<file path="src/rtl/dsd_bit_receiver.sv">
module dsd_bit_receiver (
  input  logic clk,
  input  logic rst_n,
  input  logic mode_sel,
  input  logic dsd_req,
  input  logic fmt_bi,
  input  logic dsd_clk,
  input  logic bit_clk,
  input  logic din,
  output logic bit_out,
  output logic bit_vld,
  output logic code_err
);
  logic dclk_q, bclk_q, fmt_q;
  logic half_ok, half_val;
  logic bit_r, vld_r, err_r;

  wire dsd_on = !mode_sel && dsd_req;
  wire clr    = !dsd_on || (fmt_bi != fmt_q);
  wire d_rise = dsd_clk && !dclk_q;
  wire b_fall = !bit_clk && bclk_q;

  always_ff @(posedge clk) begin
    if (!rst_n) begin
      dclk_q   <= 1'b0;
      bclk_q   <= 1'b0;
      fmt_q    <= 1'b0;
      half_ok  <= 1'b0;
      half_val <= 1'b0;
      bit_r    <= 1'b0;
      vld_r    <= 1'b0;
      err_r    <= 1'b0;
    end else begin
      dclk_q <= dsd_clk;
      bclk_q <= bit_clk;
      fmt_q  <= fmt_bi;
      vld_r  <= 1'b0;
      if (clr) begin
        half_ok <= 1'b0;
        err_r   <= 1'b0;
        bit_r   <= 1'b0;
      end else if (!fmt_bi) begin
        if (d_rise) begin
          bit_r <= din;
          vld_r <= 1'b1;
        end
      end else if (b_fall) begin
        if (dsd_clk) begin
          half_val <= din;
          half_ok  <= 1'b1;
        end else if (half_ok) begin
          bit_r   <= din;
          vld_r   <= 1'b1;
          half_ok <= 1'b0;
          if (din == half_val) err_r <= 1'b1;
        end
      end
    end
  end

  assign bit_out  = dsd_on && bit_r;
  assign bit_vld  = dsd_on && vld_r;
  assign code_err = err_r;
endmodule

</file>
<file path="config.mk">
export PLATFORM = sky130hd
export DESIGN_NAME = dsd_bit_receiver
export DESIGN_NICKNAME = d
export VERILOG_FILES = /design/src/rtl/dsd_bit_receiver.sv
export SDC_FILE = /design/constraint.sdc
export NUM_CORES = 1
export LEC_CHECK = 0
export ABC_AREA = 1
export CORE_AREA = 5 5 42 44
export DETAILED_ROUTE_END_ITERATION = 10
export DIE_AREA = 0 0 47 49
export DONT_BUFFER_PORTS = 1
export HOLD_SLACK_MARGIN = 0.15
export PLACE_DENSITY_LB_ADDON = 0.05
export REMOVE_ABC_BUFFERS = 1
export SYNTH_ARGS = -nofsm -noshare
export SYNTH_HDL_FRONTEND = slang
export SYNTH_SLANG_ARGS = --single-unit
export TNS_END_PERCENT = 10
</file>
<file path="constraint.sdc">
create_clock -name clk -period 1.1 [get_ports clk]
set_input_delay 0.165 -clock clk [delete_from_list [all_inputs] [get_ports clk]]
set_output_delay 0.165 -clock clk [all_outputs]
set_load 0.005 [all_outputs]
</file>
==> reports/results.ini <==
[cts]
clk_pin_slew_ns=0.06
clkLatencyLatePin_ns=0.25
cts_hold_buf=5
clockBufferDepth=2
htreeDepth=1
cts_tree=yes
ctsResizeCount=0
ctsRootBufferMaster=clkbuf_4
cts_made_buffers=3
cts_sinks=8
cts_setup_buffers=0

[routing]
wl_um=804
ant_nets=0
drtPass1Iterations=4
vias=346
drcViolationCount=0
viasPerCell=4.07
routedWlPerCell_um=9.46
dr.first_iter.drc_count=6

[yosys]
syn_area_per_cell_um2=6.32
synth_edf_count=0
yosysMostFrequentCell=nor2_1
ys_async_sr_fraction=0
ys_ff_latch=8
synth_area_leader_cell=dfxtp_1
synthesis.area_um2=379
yosysUniqueCellTypes=11
synth_ff_type=dfxtp_1
synthCells=60
synthTopCellsByArea=dfxtp_1, nor2_1, inv_1, nand2_1, nand3_1
synth_top_area_frac=0.422
ys_seq_area_frac=0.422
ys_warn_count=0
synthTopCellsByCount=nor2_1, inv_1, nand2_1

[sta]
worst_pin_slew_ns=0.213
fin_ws_ns=0.108
slew_headroom=0.858
fin_hold_ws_ns=0.155
report.final.slew_viol_count=0
finalSetupViolCount=0
clock_skew_ns=0.00292
grt_setup_unrepaired=no
timing.final.hold_violations=0
fin_crit_ns=0.992
clock.fmax_mhz=1010
fin_crit_sh=0.902
tns_ns=0

[pwr]
total_power_uw=577
p_leak_nw=0.231
switching_power_uw=128
ir_drop_mv=0.499
p_int_uw=449
pwr-share-comb=0.094
p_clk_frac=0.386
seq_power_share=0.520
cellPowerDensity_nw_per_um2=1200
sw_frac_of_total=0.222

[die]
num_rows=14
die_area_um2=2300
die_x_um=47
dieHeight_um=49
coreArea_um2=1400
initial_core_util=0.271
ios=11

[worst_setup_path]
path_class=input pin to flop
critPathRequiredTime_ns=1.29
startpoint_type=input pin
crit_path_end_kind=flop
path_max_fanout=5
worstPathArrival_ns=1.18

[finish]
diodes=0
stdcell_count=85
nFillCells=170
postLayoutCellArea_um2=479
drive_gt1_frac=0.0870
post-route-util=0.342
syn_to_final_growth_pct=26.4
final_nets=79

[placed_design]
portBuffers=0
dp_slack_ns=0.152
dp.cells=77
gp_congestion=0.647
dp_hpwl_um=642
dpl_cell_area_um2=407

[grt]
grt-ovfl-total=0
grt_pass1_wl_mm=1.30
grt_use_total=0.0810
grt_max_degree=6
antenna_found_initial=0
grt_pass1_vias=296

[run]
max_cap_viol_count=0

[min_path]
hold_path_class=input pin to flop

[status]
status=finished clean

-- layout make-up --
type,instances,area (um^2),area share
inverters,16,60.1,0.125
multi-input cells,36,159,0.332
repair buffers,6,57.6,0.120
well taps,16,20.0,0.0418
flip-flops and latches,8,160,0.334
clock buffers,3,22.5,0.0470
-- cells in the final DEF, fill, tap and decap left out --
cell	count
xnor2_1	1
nand4_2	1
dfxtp_1	8
clkbuf_4	3
nand2_1	12
a21oi_1	2
dlygate4sd3_1	5
nand4_1	1
buf_4	1
inv_1	14
inv_2	1
clkinv_1	1
nand3_1	4
nor2_1	15
-- state kept, by name, indices dropped and copies added (netlist names) --
register,count
bclk_q,1
bit_r,1
code_err,1
dclk_q,1
fmt_q,1
half_ok,1
half_val,1
vld_r,1
-- cell families after synthesis --
group                     synth area share
DFF                                  0.422
AOI/OAI and AO/OA                   0.0264
buffers and inverters                0.158
and+or+nand+nor                      0.370
xor gates and xnor gates            0.0231
-- per-layer routing --
layer,track usage,vias up,part of all wire
met5,0,-,0
met4,0.0553,0,0.015
met3,0.0332,2,0.062
met2,0.104,5,0.48
met1,0.105,143,0.45
li1,-,196,-
-- power groups by stage --
| stage | registers, mW | logic [mW] | clock network [mW] |
|---|---|---|---|
| 6_report | 0.300 | 0.0543 | 0.223 |
| 2_1_floorplan | 0.305 | 0.0300 | 0 |
| 4_1_cts | 0.300 | 0.0556 | 0.239 |
| 5_1_grt | 0.301 | 0.0628 | 0.256 |
| 3_3_place_gp | 0.306 | 0.0366 | 0 |
| 3_5_place_dp | 0.306 | 0.0365 | 0 |
-- final timing paths --
kind | startpoint | to | slack, ns | depth (start not counted)
min reg2reg | half_ok$_SDFFE_PP0P_ | half_ok$_SDFFE_PP0P_ | 0.48 | 2
min | mode_sel | half_ok$_SDFFE_PP0P_ | 0.15 | 3
max reg2reg | bclk_q$_SDFF_PN0_ | half_val$_SDFFE_PN0P_ | 0.15 | 7
max | rst_n | bit_r$_SDFFE_PP0P_ | 0.11 | 5
-- critical path, stage by stage --
cell	delay [ns]
dlygate4sd3_1	0.65
nand4_2	0.18
clkinv_1	0.07
nand2_1	0.04
nor2_1	0.07
(Power assumes the default switching activity.)
